$ cat src/rtl/brk_guard_pkg.sv
`timescale 1ns/1ps
package brk_guard_pkg;

  localparam int NUM_CH      = 2;
  localparam int FILT_CODE_W = 4;
  localparam int FILT_CNT_W  = 9;

  // Control-to-datapath strobes
  typedef struct packed {
    logic outEn;     // pass PWM through
    logic idleMode;  // safe state is programmed idle levels
    logic dtHold;    // dead-time blanking still running
  } guard_strobe_t;

  // Filter window length for a code: 0 -> 1 sample, c -> 16*(c+1)
  function automatic logic [FILT_CNT_W-1:0] filtLen(input logic [FILT_CODE_W-1:0] code);
    logic [FILT_CNT_W-1:0] wide;
    wide = FILT_CNT_W'(code) + FILT_CNT_W'(1);
    if (code == '0) return FILT_CNT_W'(1);
    return wide << 4;
  endfunction

endpackage

$ cat src/rtl/brk_glitch_filter.sv
`timescale 1ns/1ps
module brk_glitch_filter
  import brk_guard_pkg::*;
(
  input  logic                   clk,
  input  logic                   rstN,
  input  logic                   sampleIn,
  input  logic [FILT_CODE_W-1:0] lenCode,
  output logic                   hit
);

  logic [FILT_CNT_W-1:0] runCnt;
  logic [FILT_CNT_W-1:0] runLen;

  assign runLen = filtLen(lenCode);

  always_ff @(posedge clk) begin
    if (!rstN) begin
      runCnt <= '0;
    end else if (!sampleIn) begin
      runCnt <= '0;
    end else if (runCnt < runLen) begin
      runCnt <= runCnt + FILT_CNT_W'(1);
    end
  end

  assign hit = (runCnt >= runLen);

endmodule

$ cat src/rtl/brk_datapath.sv
`timescale 1ns/1ps
module brk_datapath
  import brk_guard_pkg::*;
#(
  parameter int NUM_PAIRS = 3,
  parameter int NUM_CMP   = 2,
  parameter int DT_W      = 8
) (
  input  logic                   clk,
  input  logic                   rstN,
  input  logic [NUM_PAIRS-1:0]   pwmHiIn,
  input  logic [NUM_PAIRS-1:0]   pwmLoIn,
  input  logic                   extPin,
  input  logic                   extPin2,
  input  logic [NUM_CMP-1:0]     cmpPri,
  input  logic [NUM_CMP-1:0]     cmpSec,
  input  logic                   sysFault,
  input  logic                   cfgWr,
  input  logic                   cfgPriEn,
  input  logic                   cfgSecEn,
  input  logic                   cfgPinPol,
  input  logic                   cfgPin2Pol,
  input  logic [NUM_CMP-1:0]     cfgCmpPriPol,
  input  logic [NUM_CMP-1:0]     cfgCmpSecPol,
  input  logic [FILT_CODE_W-1:0] cfgPriFilt,
  input  logic [FILT_CODE_W-1:0] cfgSecFilt,
  input  logic [DT_W-1:0]        cfgDeadTime,
  input  logic                   cfgAutoOe,
  input  logic [NUM_PAIRS-1:0]   cfgIdleHi,
  input  logic [NUM_PAIRS-1:0]   cfgIdleLo,
  input  logic [1:0]             cfgLock,
  input  guard_strobe_t          strobe,
  output logic                   trigPri,
  output logic                   trigSec,
  output logic [DT_W-1:0]        deadTime,
  output logic                   autoOe,
  output logic [NUM_PAIRS-1:0]   pwmHiOut,
  output logic [NUM_PAIRS-1:0]   pwmLoOut
);

  // Configuration registers, frozen once a lock level is stored
  logic                   priEnQ, secEnQ, pinPolQ, pin2PolQ, autoOeQ;
  logic [NUM_CMP-1:0]     cmpPriPolQ, cmpSecPolQ;
  logic [FILT_CODE_W-1:0] priFiltQ, secFiltQ;
  logic [DT_W-1:0]        deadTimeQ;
  logic [NUM_PAIRS-1:0]   idleHiQ, idleLoQ;
  logic [1:0]             lockQ;
  logic                   cfgOpen;

  assign cfgOpen = (lockQ == 2'd0);

  always_ff @(posedge clk) begin
    if (!rstN) begin
      priEnQ     <= 1'b0;
      secEnQ     <= 1'b0;
      pinPolQ    <= 1'b1;
      pin2PolQ   <= 1'b1;
      cmpPriPolQ <= '1;
      cmpSecPolQ <= '1;
      priFiltQ   <= '0;
      secFiltQ   <= '0;
      deadTimeQ  <= '0;
      autoOeQ    <= 1'b0;
      idleHiQ    <= '0;
      idleLoQ    <= '0;
      lockQ      <= 2'd0;
    end else if (cfgWr && cfgOpen) begin
      priEnQ     <= cfgPriEn;
      secEnQ     <= cfgSecEn;
      pinPolQ    <= cfgPinPol;
      pin2PolQ   <= cfgPin2Pol;
      cmpPriPolQ <= cfgCmpPriPol;
      cmpSecPolQ <= cfgCmpSecPol;
      priFiltQ   <= cfgPriFilt;
      secFiltQ   <= cfgSecFilt;
      deadTimeQ  <= cfgDeadTime;
      autoOeQ    <= cfgAutoOe;
      idleHiQ    <= cfgIdleHi;
      idleLoQ    <= cfgIdleLo;
      lockQ      <= cfgLock;
    end
  end

  // Polarity correction per source, OR per channel, gated by enable
  logic [NUM_CH-1:0]                  chRaw;
  logic [NUM_CH-1:0]                  chHit;
  logic [NUM_CH-1:0][FILT_CODE_W-1:0] chCode;
  logic                               pinAct, pin2Act;
  logic [NUM_CMP-1:0]                 cmpPriAct, cmpSecAct;

  assign pinAct    = (extPin ~^ pinPolQ);
  assign pin2Act   = (extPin2 ~^ pin2PolQ);
  assign cmpPriAct = ~(cmpPri ^ cmpPriPolQ);
  assign cmpSecAct = ~(cmpSec ^ cmpSecPolQ);

  assign chRaw[0]  = priEnQ & (pinAct | (|cmpPriAct));
  assign chRaw[1]  = secEnQ & (pin2Act | (|cmpSecAct));
  assign chCode[0] = priFiltQ;
  assign chCode[1] = secFiltQ;

  for (genvar ch = 0; ch < NUM_CH; ch++) begin : g_chan
    brk_glitch_filter u_filt (
      .clk      (clk),
      .rstN     (rstN),
      .sampleIn (chRaw[ch]),
      .lenCode  (chCode[ch]),
      .hit      (chHit[ch])
    );
  end

  // System fault: registered once, no polarity, no filter
  logic sysQ;
  always_ff @(posedge clk) begin
    if (!rstN) sysQ <= 1'b0;
    else       sysQ <= sysFault;
  end

  assign trigPri  = chHit[0] | (sysQ & priEnQ);
  assign trigSec  = chHit[1];
  assign deadTime = deadTimeQ;
  assign autoOe   = autoOeQ;

  // Output gating per complementary pair
  for (genvar p = 0; p < NUM_PAIRS; p++) begin : g_pair
    always_comb begin
      if (strobe.outEn) begin
        pwmHiOut[p] = pwmHiIn[p];
        pwmLoOut[p] = pwmLoIn[p];
      end else if (strobe.idleMode && !strobe.dtHold) begin
        pwmHiOut[p] = idleHiQ[p];
        pwmLoOut[p] = idleLoQ[p];
      end else begin
        pwmHiOut[p] = 1'b0;
        pwmLoOut[p] = 1'b0;
      end
    end
  end

endmodule

$ cat src/rtl/brk_control.sv
`timescale 1ns/1ps
module brk_control
  import brk_guard_pkg::*;
#(
  parameter int DT_W = 8
) (
  input  logic            clk,
  input  logic            rstN,
  input  logic            trigPri,
  input  logic            trigSec,
  input  logic            autoOe,
  input  logic [DT_W-1:0] deadTime,
  input  logic            updateEvt,
  input  logic            oeSetReq,
  input  logic [1:0]      flagClr,
  output guard_strobe_t   strobe,
  output logic            priFlag,
  output logic            secFlag
);

  logic            oeQ, idleQ, priFlagQ, secFlagQ;
  logic [DT_W-1:0] dtCnt;
  logic            anyTrig, manualOk, enterIdle;

  assign anyTrig   = trigPri | trigSec;
  assign manualOk  = oeSetReq & ~priFlagQ & ~secFlagQ;
  assign enterIdle = trigPri & (oeQ | ~idleQ);

  always_ff @(posedge clk) begin
    if (!rstN) begin
      oeQ <= 1'b0;
    end else if (anyTrig) begin
      oeQ <= 1'b0;
    end else if ((autoOe && updateEvt) || manualOk) begin
      oeQ <= 1'b1;
    end
  end

  // Primary overrides secondary in the choice of safe state
  always_ff @(posedge clk) begin
    if (!rstN)        idleQ <= 1'b0;
    else if (trigPri) idleQ <= 1'b1;
    else if (trigSec) idleQ <= 1'b0;
  end

  always_ff @(posedge clk) begin
    if (!rstN)              dtCnt <= '0;
    else if (enterIdle)     dtCnt <= deadTime;
    else if (dtCnt != '0)   dtCnt <= dtCnt - DT_W'(1);
  end

  always_ff @(posedge clk) begin
    if (!rstN) begin
      priFlagQ <= 1'b0;
      secFlagQ <= 1'b0;
    end else begin
      if (trigPri)         priFlagQ <= 1'b1;
      else if (flagClr[0]) priFlagQ <= 1'b0;
      if (trigSec)         secFlagQ <= 1'b1;
      else if (flagClr[1]) secFlagQ <= 1'b0;
    end
  end

  assign strobe.outEn    = oeQ;
  assign strobe.idleMode = idleQ;
  assign strobe.dtHold   = (dtCnt != '0);
  assign priFlag         = priFlagQ;
  assign secFlag         = secFlagQ;

endmodule

$ cat src/rtl/pwm_break_guard.sv
`timescale 1ns/1ps
module pwm_break_guard
  import brk_guard_pkg::*;
#(
  parameter int NUM_PAIRS = 3,
  parameter int NUM_CMP   = 2,
  parameter int DT_W      = 8
) (
  input  logic                 clk,
  input  logic                 rstN,
  input  logic [NUM_PAIRS-1:0] pwmHiIn,
  input  logic [NUM_PAIRS-1:0] pwmLoIn,
  input  logic                 extPin,
  input  logic                 extPin2,
  input  logic [NUM_CMP-1:0]   cmpPri,
  input  logic [NUM_CMP-1:0]   cmpSec,
  input  logic                 sysFault,
  input  logic                 cfgWr,
  input  logic                 cfgPriEn,
  input  logic                 cfgSecEn,
  input  logic                 cfgPinPol,
  input  logic                 cfgPin2Pol,
  input  logic [NUM_CMP-1:0]   cfgCmpPriPol,
  input  logic [NUM_CMP-1:0]   cfgCmpSecPol,
  input  logic [3:0]           cfgPriFilt,
  input  logic [3:0]           cfgSecFilt,
  input  logic [DT_W-1:0]      cfgDeadTime,
  input  logic                 cfgAutoOe,
  input  logic [NUM_PAIRS-1:0] cfgIdleHi,
  input  logic [NUM_PAIRS-1:0] cfgIdleLo,
  input  logic [1:0]           cfgLock,
  input  logic                 updateEvt,
  input  logic                 oeSetReq,
  input  logic [1:0]           flagClr,
  output logic [NUM_PAIRS-1:0] pwmHiOut,
  output logic [NUM_PAIRS-1:0] pwmLoOut,
  output logic                 outEn,
  output logic                 priFlag,
  output logic                 secFlag
);

  guard_strobe_t   strobe;
  logic            trigPri, trigSec, autoOe;
  logic [DT_W-1:0] deadTime;

  brk_datapath #(
    .NUM_PAIRS (NUM_PAIRS),
    .NUM_CMP   (NUM_CMP),
    .DT_W      (DT_W)
  ) u_dp (
    .clk          (clk),
    .rstN         (rstN),
    .pwmHiIn      (pwmHiIn),
    .pwmLoIn      (pwmLoIn),
    .extPin       (extPin),
    .extPin2      (extPin2),
    .cmpPri       (cmpPri),
    .cmpSec       (cmpSec),
    .sysFault     (sysFault),
    .cfgWr        (cfgWr),
    .cfgPriEn     (cfgPriEn),
    .cfgSecEn     (cfgSecEn),
    .cfgPinPol    (cfgPinPol),
    .cfgPin2Pol   (cfgPin2Pol),
    .cfgCmpPriPol (cfgCmpPriPol),
    .cfgCmpSecPol (cfgCmpSecPol),
    .cfgPriFilt   (cfgPriFilt),
    .cfgSecFilt   (cfgSecFilt),
    .cfgDeadTime  (cfgDeadTime),
    .cfgAutoOe    (cfgAutoOe),
    .cfgIdleHi    (cfgIdleHi),
    .cfgIdleLo    (cfgIdleLo),
    .cfgLock      (cfgLock),
    .strobe       (strobe),
    .trigPri      (trigPri),
    .trigSec      (trigSec),
    .deadTime     (deadTime),
    .autoOe       (autoOe),
    .pwmHiOut     (pwmHiOut),
    .pwmLoOut     (pwmLoOut)
  );

  brk_control #(
    .DT_W (DT_W)
  ) u_ctl (
    .clk       (clk),
    .rstN      (rstN),
    .trigPri   (trigPri),
    .trigSec   (trigSec),
    .autoOe    (autoOe),
    .deadTime  (deadTime),
    .updateEvt (updateEvt),
    .oeSetReq  (oeSetReq),
    .flagClr   (flagClr),
    .strobe    (strobe),
    .priFlag   (priFlag),
    .secFlag   (secFlag)
  );

  assign outEn = strobe.outEn;

endmodule

$ cat config.mk
export PLATFORM = sky130hd
export DESIGN_NAME = pwm_break_guard
export DESIGN_NICKNAME = d
export VERILOG_FILES = /design/src/rtl/brk_guard_pkg.sv /design/src/rtl/brk_glitch_filter.sv /design/src/rtl/brk_datapath.sv /design/src/rtl/brk_control.sv /design/src/rtl/pwm_break_guard.sv
export SDC_FILE = /design/constraint.sdc
export NUM_CORES = 1
export LEC_CHECK = 0
export BUFFER_PORTS_ARGS = -buffer_cell sky130_fd_sc_hd__buf_2
export CAP_MARGIN = 20
export CORE_ASPECT_RATIO = 1.25
export CORE_MARGIN = 2
export CORE_UTILIZATION = 40
export DETAILED_ROUTE_END_ITERATION = 7
export GPL_ROUTABILITY_DRIVEN = 0
export PLACE_DENSITY_LB_ADDON = 0.15
export SYNTH_ARGS = -nofsm -noshare
export SYNTH_HDL_FRONTEND = slang
export SYNTH_SLANG_ARGS = --single-unit
export TNS_END_PERCENT = 1
$ cat constraint.sdc
create_clock -name clk -period 6.05 [get_ports clk]
set_input_delay 1.21 -clock clk [delete_from_list [all_inputs] [get_ports clk]]
set_output_delay 1.21 -clock clk [all_outputs]
set_load 0.05 [all_outputs]
Yosys cells after proc, flatten, opt, wreduce, memory -nomap -nowiden
Cells that the tools add are included.
{"block": "classes", "add_sub_neg": 5, "order_cmp": 4, "mux": 26, "bitwise_logic": 21, "n_reduce_logical": 18}
{"operator": "$mux 9", "count": 4}
{"operator": "$mux 1", "count": 20}
{"operator": "$add 9x1->9 const B", "count": 2}
{"operator": "$ge 9x9->1", "count": 2}
{"operator": "$lt 9x9->1", "count": 2}
{"operator": "$mux 8", "count": 2}
{"operator": "$add 4x1->5 const B", "count": 2}
{"operator": "$logic_not 4->1", "count": 2}
{"operator": "$reduce_bool 2->1", "count": 4}
{"operator": "$reduce_bool 8->1", "count": 1}
{"operator": "$sub 8x1->8 const B", "count": 1}
{"operator": "$and 1x1->1", "count": 6}
{"operator": "$reduce_or 2->1", "count": 3}
{"operator": "$or 1x1->1", "count": 5}
{"operator": "$not 1->1", "count": 4}
{"operator": "$not 2->2", "count": 2}
{"operator": "$reduce_and 2->1", "count": 2}
{"operator": "$xor 2x2->2", "count": 2}
{"operator": "$logic_and 1x1->1", "count": 3}
{"operator": "$logic_not 2->1", "count": 1}
{"operator": "$xnor 1x1->1", "count": 2}
{"operator": "$logic_not 1->1", "count": 1}
{"operator": "$logic_or 1x1->1", "count": 1}
{"block": "totals", "regBits": 64, "in_bits": 53, "output_inout_bits": 9, "elab_cells": 95}

Longest topological paths before layout
Gate-level depths: netlist (run 1).
{"block": "depth", "ltp_word": 7, "ltp_mapped": 12, "mapped_depth_nobuf": 11}

By module
Synthesis (run 1) repeated with hierarchy kept, for this count alone.
{"block": "hier_totals", "hier_cells": 418, "area_unflattened_um2": 3482.1}
{"module": "brk_glitch_filter", "n_inst": 2, "cells_each": 87, "area_per_inst_um2": 715.7, "seq_area_each_um2": 180.2}
{"module": "brk_datapath", "n_inst": 1, "cells_each": 173, "area_per_inst_um2": 1413.9, "seq_area_each_um2": 680.7}
{"module": "brk_control", "n_inst": 1, "cells_each": 71, "area_per_inst_um2": 636.9, "seq_area_each_um2": 240.2}

Worst setup path after synthesis (run 1)
Ideal clock, no wire load.
{"block": "synth_path", "kind": "register to output", "startpoint": "reg u_ctl.oeQ", "endpoint": "out pwmHiOut[0]", "arrival_ps": 1694, "path_slack_ps": 3146, "stages_incl_launch_ff": 6, "cell_sequence": "dfxtp_1 buf_1 nor2b_1 and3_1 clkbuf_1 a22o_1"}
{"block": "synth_between", "elab_chain_len": 1}
{"item": "start: declaration", "line": "brk_control.sv:21", "source": "logic oeQ, idleQ, priFlagQ, secFlagQ;"}
{"item": "start signal: assignment", "line": "brk_control.sv:31", "source": "oeQ <= 1'b0;"}
{"item": "start signal: assignment", "line": "brk_control.sv:33", "source": "oeQ <= 1'b0;"}
{"item": "start signal: assignment", "line": "brk_control.sv:35", "source": "oeQ <= 1'b1;"}
{"item": "$mux 1", "line": "brk_datapath.sv:126", "source": "if (strobe.outEn) begin"}
{"item": "end: declaration", "line": "pwm_break_guard.sv:35", "source": "output logic [NUM_PAIRS-1:0] pwmHiOut,"}
Every way passes these cells.

Worst setup path after layout (run 1)
{"block": "layout_path", "startpoint": "reg u_ctl.dtCnt[0]", "endpoint": "out pwmLoOut[2]"}
{"block": "layout_between", "elab_chain_len": 5}
{"item": "start: declaration", "line": "brk_control.sv:22", "source": "logic [DT_W-1:0] dtCnt;"}
{"item": "start signal: assignment", "line": "brk_control.sv:48", "source": "else if (enterIdle) dtCnt <= deadTime;"}
{"item": "start signal: assignment", "line": "brk_control.sv:49", "source": "else if (dtCnt != '0) dtCnt <= dtCnt - DT_W'(1);"}
{"item": "$reduce_bool 8->1", "line": "brk_control.sv:66", "source": "assign strobe.dtHold = (dtCnt != '0);"}
{"item": "$logic_not 1->1", "line": "brk_datapath.sv:129", "source": "end else if (strobe.idleMode && !strobe.dtHold) begin"}
{"item": "$logic_and 1x1->1", "line": "brk_datapath.sv:129"}
{"item": "$mux 1", "line": "brk_datapath.sv:129"}
{"item": "$mux 1", "line": "brk_datapath.sv:126"}
{"item": "end: declaration", "line": "pwm_break_guard.sv:36", "source": "output logic [NUM_PAIRS-1:0] pwmLoOut,"}
Every way passes these cells.

==> results by group, run 1 <==
Status
  – Status: finished clean

Route
  – Met2 wire length: 3480 µm
  – WL/cell: 13.5 µm
  – DRC: 0
  – Pre-Repair DR Iteration Count: 4
  – Highest Signal Layer: met4
  – Initial DRC Count: 136
  – Residual antenna-violating net count after detailed routing: 0
  – Met3 routed WL: 318 µm
  – DR vias/cell: 5.17
  – Met1 WL: 3520 µm
  – Final WL: 7440 µm
  – Vias: 2852

Cells and area
  – Final design utilization: 47.7%
  – Final Net Count: 521
  – Area of the multi-input gates: 1910 µm²
  – Share of cells above drive strength 1: 18.9%
  – FILL cells: 827
  – Register area: 1280 µm²
  – Most common cell after layout, fill and taps aside: nand2_1
  – Layout area overhead: 17.4%
  – ANT cells: 0
  – Final Cell Area: 3870 µm²
  – Most frequent cells in the layout: nand2_1, dfxtp_1, buf_2

GRT
  – GRT Total Usage: 17.6%
  – Largest net degree at the start of global routing: 57
  – Grt ovf: 0
  – Vias in the first global route: 2707
  – Initial antenna violation count: 0
  – First-pass GRT wire length: 12700 µm

Hold path
  – WHS Endpoint: u_ctl.dtCnt[5]
  – WHS Path Cells: 2
  – Critical hold path startpoint: u_dp.deadTime[5]
  – Hold Path Class: flop to flop

Floorplan
  – Rows: 37
  – Chip Width: 85.2 µm
  – Die area: 8980 µm²
  – Die height: 105 µm
  – Core Area: 8100 µm²
  – I/O Pins: 62
  – Initial Util: 40.6%

Logic synthesis
  – Synth Net Count: 464
  – Largest family of logic cells by synthesized area: simple AND/OR/NAND/NOR gates
  – Synth Area in Compound Gates: 18.4%
  – Leading register cell type out of synthesis: dfxtp_1
  – Async SR Flop Fraction: 0%
  – Number of synthesis warnings: 0
  – Post-synthesis xor/xnor area fraction: 4.52%
  – Syn Inst Count: 394
  – Synth Area in Adders: 6.46%
  – Synth unique cells: 50
  – Register area share after synthesis: 38.9%
  – Post-synth EDFFs: 0
  – Syn Area/Cell: 8.36 µm²
  – Mapped Area: 3290 µm²
  – Simple-Gate Fraction of Synth Area: 25.3%
  – Yosys reg bits: 64
  – Mux contribution to synthesized area: 3.08%

Clock network
  – Clk pin slew, worst setup/hold paths: 0.07 ns
  – Number of CTS-inserted buffers: 9
  – Bufs on Longest Clock Path: 2
  – Worst skew pair latency: 0.34 ns
  – Number of setup buffers added after CTS: 0
  – H-tree depth: 3
  – Root Driver: clkbuf_8
  – CTS Sinks: 64
  – Hold_buf cts: 0
  – CTS tree: done
  – Cts repair resizes: 0

STA
  – RSZ-0062 raised after global routing: no
  – Final count of negative-setup-slack endpoints: 0
  – Final hold vios: 0
  – Worst-Margin Slew: 1.00 ns
  – Min cycle time layout: 3.25 ns
  – Crit share post-route: 53.7%
  – Max Slew Vio Count: 0
  – Fmax: 308 MHz
  – Clock skew: 0.00640 ns
  – Setup_tns: 0 ns
  – Relative slew slack: 32.3%

Critical path
  – CP delay by family, top: simple AND/OR/NAND/NOR gates
  – Setup Crit Path Kind: flop to output port
  – RR Startpoint: u_dp.priFiltQ[0]
  – Critical path required time: 4.84 ns
  – Worst r2r dst: u_ctl.dtCnt[7]
  – CP Max Fanout: 6
  – Startpoint types: flop
  – Critical Path AT: 2.04 ns
  – R2r setup slk: 2.92 ns
  – Slowest CP cell: and3_1
  – Critical Path Max Stage Delay: 0.38 ns
  – Cells along the critical path: inv_1, ha_1, nor2b_1, and3_1, a22o_1, buf_2
  – Reg2Reg Depth: 10
  – CP Buf/Inv Count: 2
  – Element type at the critical path end: output port

Placement
  – Port buffer count: 61
  – Post-DP HPWL: 5360 µm
  – Placed instance area: 3660 µm²

Power and ir drop
  – Sequential Power Share: 41.7%
  – Peak VDD IR: 0.143 mV
  – Sw Pwr: 392 µW
  – Switching fraction of total power: 32.7%
  – Leak Pwr: 1.59 nW
  – Pint: 804 µW
  – PD cells: 309 nW/µm²
  – Clk pwr share: 30.1%
  – Comb power frac: 28.2%

Flow run
  – Max Cap Violations: 0
==> worst min-delay path: stages (launching register included) <==
cell and delay (ns):
dfxtp_1 0.31, nand2_1 0.05, mux2i_1 0.05
==> logic make-up (layout without fill, tap and decap cells) <==
kind of cell    after synthesis  count (layout)
flops                        64              64
buf+inv                      29              90
fa+ha+maj                    17              17
xor+xnor                     17              17
simple gates                175             175
mux                          10              10
compound gates               82              82
==> sequential cells by signal (all words and copies together) (netlist names), 3 cells and up <==
| register | count |
|---|---|
| u_dp.g_chan.u_filt.runCnt | 18 |
| u_ctl.dtCnt | 8 |
| u_dp.deadTime | 8 |
| u_dp.priFiltQ | 4 |
| u_dp.secFiltQ | 4 |
| u_dp.idleHiQ | 3 |
| u_dp.idleLoQ | 3 |
==> how the worst max path moves through the flow <==
stage / to / slack [ns] / cells after the start / start
4_1_cts: pwmLoOut[2] / 2.77 / 6 / u_ctl.dtCnt[0]
6_report: pwmLoOut[2] / 2.80 / 6 / u_ctl.dtCnt[0]
5_1_grt: u_ctl.dtCnt[7] / 2.61 / 10 / u_dp.priFiltQ[0]
3_3_place_gp: u_ctl.dtCnt[7] / 3.00 / 10 / u_dp.priFiltQ[0]
3_5_place_dp: u_ctl.dtCnt[7] / 2.91 / 10 / u_dp.priFiltQ[0]
2_1_floorplan: pwmHiOut[0] / 3.15 / 5 / u_ctl.oeQ
==> Yosys cell counts (2+ instances only) <==
master    count  area share, %
o21ba_2       2           0.61
nor3_1        4           0.61
and3_1        2           0.38
or4_1         5            1.1
o31ai_1       5            1.1
o31a_1        2           0.53
nand2b_1      5           0.95
nor4_1        6            1.1
a21boi_0     28            6.4
nand2_1      93             11
ha_1         17            6.5
nor3b_1       2           0.46
dfxtp_1      64             39
a21oi_1      14            2.1
nand4_1       7            1.3
or3_1         5           0.95
nand3_1      19            2.9
a21o_1        3           0.68
nor4b_1       2           0.53
mux2i_1       9            2.7
xnor2_1      13            3.5
xor2_1        4            1.1
nor2b_1       5           0.95
clkbuf_1     16            1.8
o21a_1        2           0.46
o311ai_1      2           0.53
and2_1        2           0.38
o21ai_0       7            1.1
a22o_1        6            1.6
inv_1        11            1.3
o311a_1       2           0.61
nor2_1       12            1.4
==> per-stage QoR <==
step	hold WS [ns]	power, mW	std cells	setup WS [ns]
floorplan	0.438	0.764	394	3.15
global placement	0.453	0.839	535	3.00
detailed placement	0.455	0.845	535	2.91
CTS	0.467	1.21	550	2.77
global route	0.483	1.28	552	2.61
finish	0.461	1.20	552	2.80
==> power by group through the flow <==
stage | registers (mW) | clock network [mW] | logic [mW]
after floorplan | 0.508 | 0 | 0.256
after global placement | 0.507 | 0 | 0.332
after detailed placement | 0.508 | 0 | 0.337
after CTS | 0.499 | 0.374 | 0.340
after global routing | 0.504 | 0.394 | 0.385
final | 0.499 | 0.360 | 0.337
==> area by class of cell <==
| class | instances | area share (%) |
|---|---|---|
| multi-input combinational | 301 | 49.3 |
| sequential | 64 | 33.1 |
| timing repair buffer | 64 | 8.51 |
| clock buffer | 12 | 3.75 |
| tap | 97 | 3.14 |
| clock inverter | 3 | 1.10 |
| inverter | 11 | 1.07 |
==> routing by layer <==
metal  GRT usage, %  vias to the layer above
li1               -                     1498
met1           23.6                     1294
met2           27.4                       49
met3           4.07                       11
met4           6.92                        0
met5              0                        -
Power figures use the tool's default switching activity.
==> run 2, diff against run 1 <==
--- a/config.mk
+++ b/config.mk
@@ -5,6 +5,7 @@
 export SDC_FILE = /design/constraint.sdc
 export NUM_CORES = 1
 export LEC_CHECK = 0
+export ABC_AREA = 1
 export BUFFER_PORTS_ARGS = -buffer_cell sky130_fd_sc_hd__buf_2
 export CAP_MARGIN = 20
 export CORE_ASPECT_RATIO = 1.25
==> constraint.sdc (replaced) <==
create_clock -name clk -period 2.8 [get_ports clk]
set_input_delay 0.56 -clock clk [delete_from_list [all_inputs] [get_ports clk]]
set_output_delay 0.56 -clock clk [all_outputs]
set_load 0.05 [all_outputs]
==> run 2 against run 1 <==
Clock skew grew 0.0029 ns; synthesized area rose by 2.9%; sequential cell count did not move; synthesized cell count up 11%; design area is 2.1% higher; setup slack worse by 2.5 ns; die area increased by 2.8%; first-iteration DRC count shrank 24%; clock power rose by 120%; routed wire length up 2.4%; worst hold slack got worse by 0.051 ns; clock-buffer cell count is 3 lower.
==> results by group, run 2 <==
Status
  – Status: finished clean

STA
  – Relative slew slack: 65.4%
  – Fmax: 398 MHz
  – Worst-Margin Slew: 0.514 ns
  – Max Slew Vio Count: 0
  – Min cycle time layout: 2.51 ns
  – Setup_tns: 0 ns
  – Final count of negative-setup-slack endpoints: 0
  – Clock skew: 0.00934 ns
  – Final hold vios: 0
  – RSZ-0062 raised after global routing: no
  – Crit share post-route: 89.7%

Clock network
  – Hold_buf cts: 0
  – Clk pin slew, worst setup/hold paths: 0.08 ns
  – CTS Sinks: 64
  – Root Driver: clkbuf_8
  – CTS tree: done
  – H-tree depth: 3
  – Bufs on Longest Clock Path: 2
  – Number of setup buffers added after CTS: 0
  – Number of CTS-inserted buffers: 9
  – Cts repair resizes: 0
  – Worst skew pair latency: 0.34 ns

Cells and area
  – Final Net Count: 567
  – Most common cell after layout, fill and taps aside: nor2_1
  – Share of cells above drive strength 1: 23.5%
  – Most frequent cells in the layout: nor2_1, nand2_1, dfxtp_1
  – ANT cells: 0
  – Layout area overhead: 16.5%
  – Final Cell Area: 3950 µm²
  – Largest register FFs: 18
  – Largest reg by FF count: u_dp.g_chan.u_filt.runCnt

GRT
  – Grt ovf: 0
  – Initial antenna violation count: 0
  – First-pass GRT wire length: 13000 µm
  – GRT Total Usage: 17.6%
  – Largest net degree at the start of global routing: 39
  – Vias in the first global route: 2883

Logic synthesis
  – Syn Area/Cell: 7.76 µm²
  – Top-count cell post-synth: nor2_1
  – Synth unique cells: 42
  – Yosys reg bits: 64
  – Post-synth EDFFs: 0
  – Synth Net Count: 507
  – Leading register cell type out of synthesis: dfxtp_1
  – Number of synthesis warnings: 0
  – Post-synth top area cell: dfxtp_1
  – Async SR Flop Fraction: 0%
  – Synth cell count leaders: nor2_1, dfxtp_1, nand2_1
  – Syn Inst Count: 437
  – Post-synth top area share: 37.8%
  – Register area share after synthesis: 37.8%
  – Area contributors post-synth: dfxtp_1, nor2_1, nand2_1
  – Mapped Area: 3390 µm²

Placement
  – Port buffer count: 61
  – Placed instance area: 3750 µm²
  – Post-DP HPWL: 5560 µm

Critical path
  – Critical path required time: 2.24 ns
  – Reg2Reg Depth: 16
  – Setup Crit Path Kind: flop to output port
  – Critical Path AT: 1.95 ns
  – CP Max Fanout: 10
  – Startpoint types: flop
  – Element type at the critical path end: output port

Route
  – Final WL: 7620 µm
  – Vias: 3026
  – DR vias/cell: 5.05
  – WL/cell: 12.7 µm
  – Pre-Repair DR Iteration Count: 4
  – Residual antenna-violating net count after detailed routing: 0
  – Initial DRC Count: 103
  – DRC: 0

Power and ir drop
  – Leak Pwr: 1.75 nW
  – Peak VDD IR: 0.367 mV
  – PD cells: 718 nW/µm²

Hold path
  – WHS Path Cells: 3
  – Hold Path Class: input port to flop

Floorplan
  – Initial Util: 41.1%
  – I/O Pins: 62
  – Die area: 9230 µm²
  – Chip Width: 86.3 µm
  – Die height: 107 µm
  – Rows: 37
  – Core Area: 8240 µm²

Flow run
  – Max Cap Violations: 0
-- run 2: cell types whose count changed in the layout (fill, tap and decap cells not counted), moves of 9 or more --
cell / change
nor2_1: +54
nand2_1: -29
a21boi_0: -28
inv_1: +22
o21ai_0: +20
nand3_1: +16
a21oi_1: +15
xor2_1: +12
mux2i_1: -9
-- run 2: logic make-up after synthesis --
group,synth area share [%]
compound gates,14.3
xor+xnor,6.20
fa+ha+maj,6.28
buf+inv,6.79
flops,37.8
simple gates,28.6
-- run 2: cell type report --
class / instances / area [µm²]
fill: 838 / 4290
multi-input combinational: 320 / 1880
sequential: 64 / 1280
timing repair buffer: 64 / 328
inverter: 38 / 145
clock buffer: 9 / 124
tap: 97 / 121
clock inverter: 7 / 72.6
-- run 2: layer usage --
| layer | up-vias | global-route usage [%] | wire (µm) |
|---|---|---|---|
| met5 | - | 0 | 0 |
| met3 | 12 | 3.39 | 248 |
| met1 | 1394 | 20.6 | 3400 |
| met2 | 51 | 31.2 | 3820 |
| li1 | 1569 | - | - |
| met4 | 0 | 7.03 | 151 |
-- run 2: worst paths after layout --
kind	from	end	slack [ns]
setup / recovery	u_ctl.dtCnt[0]	pwmHiOut[1]	0.29
setup reg to reg	u_dp.priFiltQ[0]	u_ctl.dtCnt[1]	0.53
hold reg to reg	u_dp.lockQ[1]	u_dp.lockQ[1]	0.46
hold / removal	cfgCmpPriPol[0]	u_dp.cmpPriPolQ[0]	0.41
-- run 2: worst max-delay path: stages, from the launching register on --
cell and delay [ns]:
dfxtp_1 0.31, inv_1 0.10, ha_1 0.22, nand3_1 0.11, nor2_1 0.09, inv_1 0.09
nor2_4 0.22, a32o_1 0.21, buf_2 0.26
-- run 2: stage by stage --
step / utilization (%) / hold WS (ns) / setup WS [ns] / total power [mW] / std cells
after global placement: 45.6 / 0.446 / 0.590 / 2.06 / 583
after detailed placement: 45.6 / 0.451 / 0.518 / 2.08 / 583
final: 47.9 / 0.410 / 0.288 / 2.83 / 599
after floorplan: - / 0.434 / 0.578 / 1.90 / 437
after CTS: 47.9 / 0.389 / 0.254 / 2.88 / 599
after global routing: 47.9 / 0.396 / 0.0600 / 3.05 / 599
-- run 2: where the power goes --
part / internal [mW] / switching (mW)
registers: 1.02 / 0.0895
logic: 0.359 / 0.575
clock network: 0.410 / 0.379
==> run 3, diff against run 2 <==
--- a/config.mk
+++ b/config.mk
@@ -6,6 +6,7 @@
 export NUM_CORES = 1
 export LEC_CHECK = 0
 export ABC_AREA = 1
+export ABC_CLOCK_PERIOD_IN_PS = 2800
 export BUFFER_PORTS_ARGS = -buffer_cell sky130_fd_sc_hd__buf_2
 export CAP_MARGIN = 20
 export CORE_ASPECT_RATIO = 1.25
@@ -14,7 +15,9 @@
 export DETAILED_ROUTE_END_ITERATION = 7
 export GPL_ROUTABILITY_DRIVEN = 0
 export PLACE_DENSITY_LB_ADDON = 0.15
+export REMOVE_ABC_BUFFERS = 1
 export SYNTH_ARGS = -nofsm -noshare
 export SYNTH_HDL_FRONTEND = slang
+export SYNTH_HIERARCHICAL = 1
 export SYNTH_SLANG_ARGS = --single-unit
 export TNS_END_PERCENT = 1
==> run 3 against run 2 <==
Core utilization is 0.69 points higher; routed wire length is 6.6% higher; worst hold slack better by 0.028 ns; register-to-register slack worse by 0.26 ns; combinational power is 10% higher; synthesized area is 9.0% higher; sequential power hardly changed; sequential share of layout area is 3.4 points lower; setup slack worse by 0.074 ns; power is 16% higher; fmax is 2.8% lower; first-iteration DRC count is 34% higher; highest routed layer unchanged.
==> results by group, run 3 <==
Status
  – Status: finished clean

Floorplan
  – I/O Pins: 62
  – Chip Width: 90.0 µm
  – Rows: 39
  – Initial Util: 40.7%
  – Die height: 111 µm
  – Die area: 10000 µm²
  – Core Area: 9080 µm²

Hold path
  – WHS Path Cells: 3
  – Hold Path Class: input port to flop
  – WHS Endpoint: u_dp/sysQ
  – Critical hold path startpoint: sysFault

GRT
  – GRT Total Usage: 17.3%
  – Largest net degree at the start of global routing: 34
  – Initial antenna violation count: 0
  – First-pass GRT wire length: 14200 µm
  – Vias in the first global route: 3356
  – Grt ovf: 0

Logic synthesis
  – Leading register cell type out of synthesis: dfxtp_1
  – Syn Area/Cell: 6.61 µm²
  – Synth cell count leaders: nand2_1, nor2_1, dfxtp_1
  – Number of synthesis warnings: 6
  – Async SR Flop Fraction: 0%
  – Synth unique cells: 31
  – Post-synth top area share: 34.7%
  – Mapped Area: 3700 µm²
  – Post-synth EDFFs: 0
  – Yosys reg bits: 64
  – Register area share after synthesis: 34.7%
  – Top-count cell post-synth: nand2_1
  – Post-synth top area cell: dfxtp_1
  – Area contributors post-synth: dfxtp_1, nand2_1, nor2_1
  – Syn Inst Count: 559

Critical path
  – Element type at the critical path end: output port
  – Worst r2r dst: u_ctl/dtCnt[1]
  – Critical path required time: 2.24 ns
  – Startpoint types: flop
  – CP Max Fanout: 6
  – R2r setup slk: 0.27 ns
  – CP delay by family, top: simple AND/OR/NAND/NOR gates
  – Reg2Reg Depth: 13
  – Cells along the critical path: inv_1, ha_1, nand3_1, nor2_4, inv_2, nor2_2, nand3_1, nand2_1, buf_2
  – CP most frequent cell: nand3_1
  – Critical Path Max Stage Delay: 0.33 ns
  – CP Buf/Inv Count: 3
  – RR Startpoint: u_dp/priFiltQ[0]
  – Setup Crit Path Kind: flop to output port
  – Slowest CP cell: dfxtp_1
  – Critical Path AT: 2.03 ns

Route
  – Pre-Repair DR Iteration Count: 4
  – WL/cell: 10.8 µm
  – Initial DRC Count: 138
  – Final WL: 8120 µm
  – DR vias/cell: 4.68
  – DRC: 0
  – Vias: 3506
  – Residual antenna-violating net count after detailed routing: 0

Cells and area
  – Most frequent cells in the layout: nand2_1, nor2_1, dfxtp_1
  – Final design utilization: 48.6%
  – Final Net Count: 693
  – Most common cell after layout, fill and taps aside: nand2_1
  – ANT cells: 0
  – Layout area overhead: 19.4%
  – Largest reg by FF count: u_dp/g_chan.u_filt/runCnt
  – Share of cells above drive strength 1: 19.2%
  – Largest register FFs: 18

STA
  – Setup_tns: 0 ns
  – Min cycle time layout: 2.59 ns
  – Final count of negative-setup-slack endpoints: 0
  – Final hold vios: 0
  – Max Slew Vio Count: 0
  – RSZ-0062 raised after global routing: no
  – Worst-Margin Slew: 0.784 ns
  – Crit share post-route: 92.3%
  – Final worst slack: 0.215 ns
  – Fmax: 387 MHz
  – Relative slew slack: 47.6%
  – Clock skew: 0.00487 ns

Clock network
  – CTS tree: done
  – Number of setup buffers added after CTS: 0
  – Clk pin slew, worst setup/hold paths: 0.05 ns
  – Number of CTS-inserted buffers: 9
  – CTS Sinks: 64
  – H-tree depth: 3
  – Worst skew pair latency: 0.32 ns
  – Root Driver: clkbuf_16
  – Bufs on Longest Clock Path: 2

Placement
  – Post-DP HPWL: 6260 µm
  – Post-place setup slack: 0.260 ns
  – Port buffer count: 61

Flow run
  – Max Cap Violations: 0

Power and ir drop
  – Peak VDD IR: 0.362 mV
  – Total power draw: 3.30 mW
  – Leak Pwr: 2.18 nW
  – PD cells: 747 nW/µm²
## run 3: repair_timing
action                     4_1_cts  5_1_grt
hold endpoints to repair         0        0
hold buffers                     0        0
resized for setup                0        1
setup endpoints to repair        0        6
## run 3: kinds of logic after synthesis
| family | count (synthesis) | share of synthesized area (%) |
|---|---|---|
| AOI/OAI and AO/OA | 60 | 9.58 |
| xor gates and xnor gates | 4 | 0.948 |
| adders and majority gates | 18 | 6.09 |
| buffers and inverters | 86 | 9.51 |
| DFF | 64 | 34.7 |
| and+or+nand+nor | 327 | 39.2 |
## run 3: power by group
part           switching [mW]  leakage (nW)  internal [mW]
Combinational           0.663          1.50          0.371
Sequential              0.106         0.526           1.03
Clock                   0.375         0.154          0.752
## run 3: final cells by class
class	instances	area (µm²)
Timing Repair Buffer	64	328
Sequential cell	64	1280
Clock buffer	12	267
Inverter	74	278
Multi-Input combinational cell	409	2070
Fill cell	967	4660
Tap cell	123	154
Clock inverter	3	40.0
## run 3: worst max-delay path by stage
stage / cells after the start / from / to / slack [ns]
after global routing: 9 / u_ctl/dtCnt[0] / pwmHiOut[1] / 0.04
after floorplan: 15 / u_dp/priFiltQ[0] / u_ctl/dtCnt[1] / 0.49
after detailed placement: 13 / u_dp/priFiltQ[0] / u_ctl/dtCnt[1] / 0.26
after CTS: 9 / u_ctl/dtCnt[0] / pwmHiOut[1] / 0.09
final: 9 / u_ctl/dtCnt[0] / pwmHiOut[1] / 0.21
after global placement: 13 / u_dp/priFiltQ[0] / u_ctl/dtCnt[1] / 0.32
## run 3: metrics by stage
| step | instance area, µm² | cells | hold WS, ns |
|---|---|---|---|
| 6_report | 4410 | 749 | 0.437 |
| 4_1_cts | 4410 | 749 | 0.419 |
| 3_3_place_gp | 4100 | 734 | 0.445 |
| 5_1_grt | 4410 | 749 | 0.446 |
| 2_1_floorplan | 3620 | 547 | 0.437 |
| 3_5_place_dp | 4100 | 734 | 0.456 |
## run 3: routing by layer
metal  track usage [%]  wire (µm)  vias up
li1                  -          -     1878
met1              20.0       3620     1547
met2              31.3       4090       72
met3              2.30        288        9
met4              8.62        120        0
met5                 0          0        -
## run 3: worst reg2reg max path, delay by kind of cell, from the launching register on
family | cells | cell delay, ns
adders and majority gates | 2 | 0.45
and+or+nand+nor | 8 | 1.03
DFF | 1 | 0.33
AOI/OAI and AO/OA | 3 | 0.60
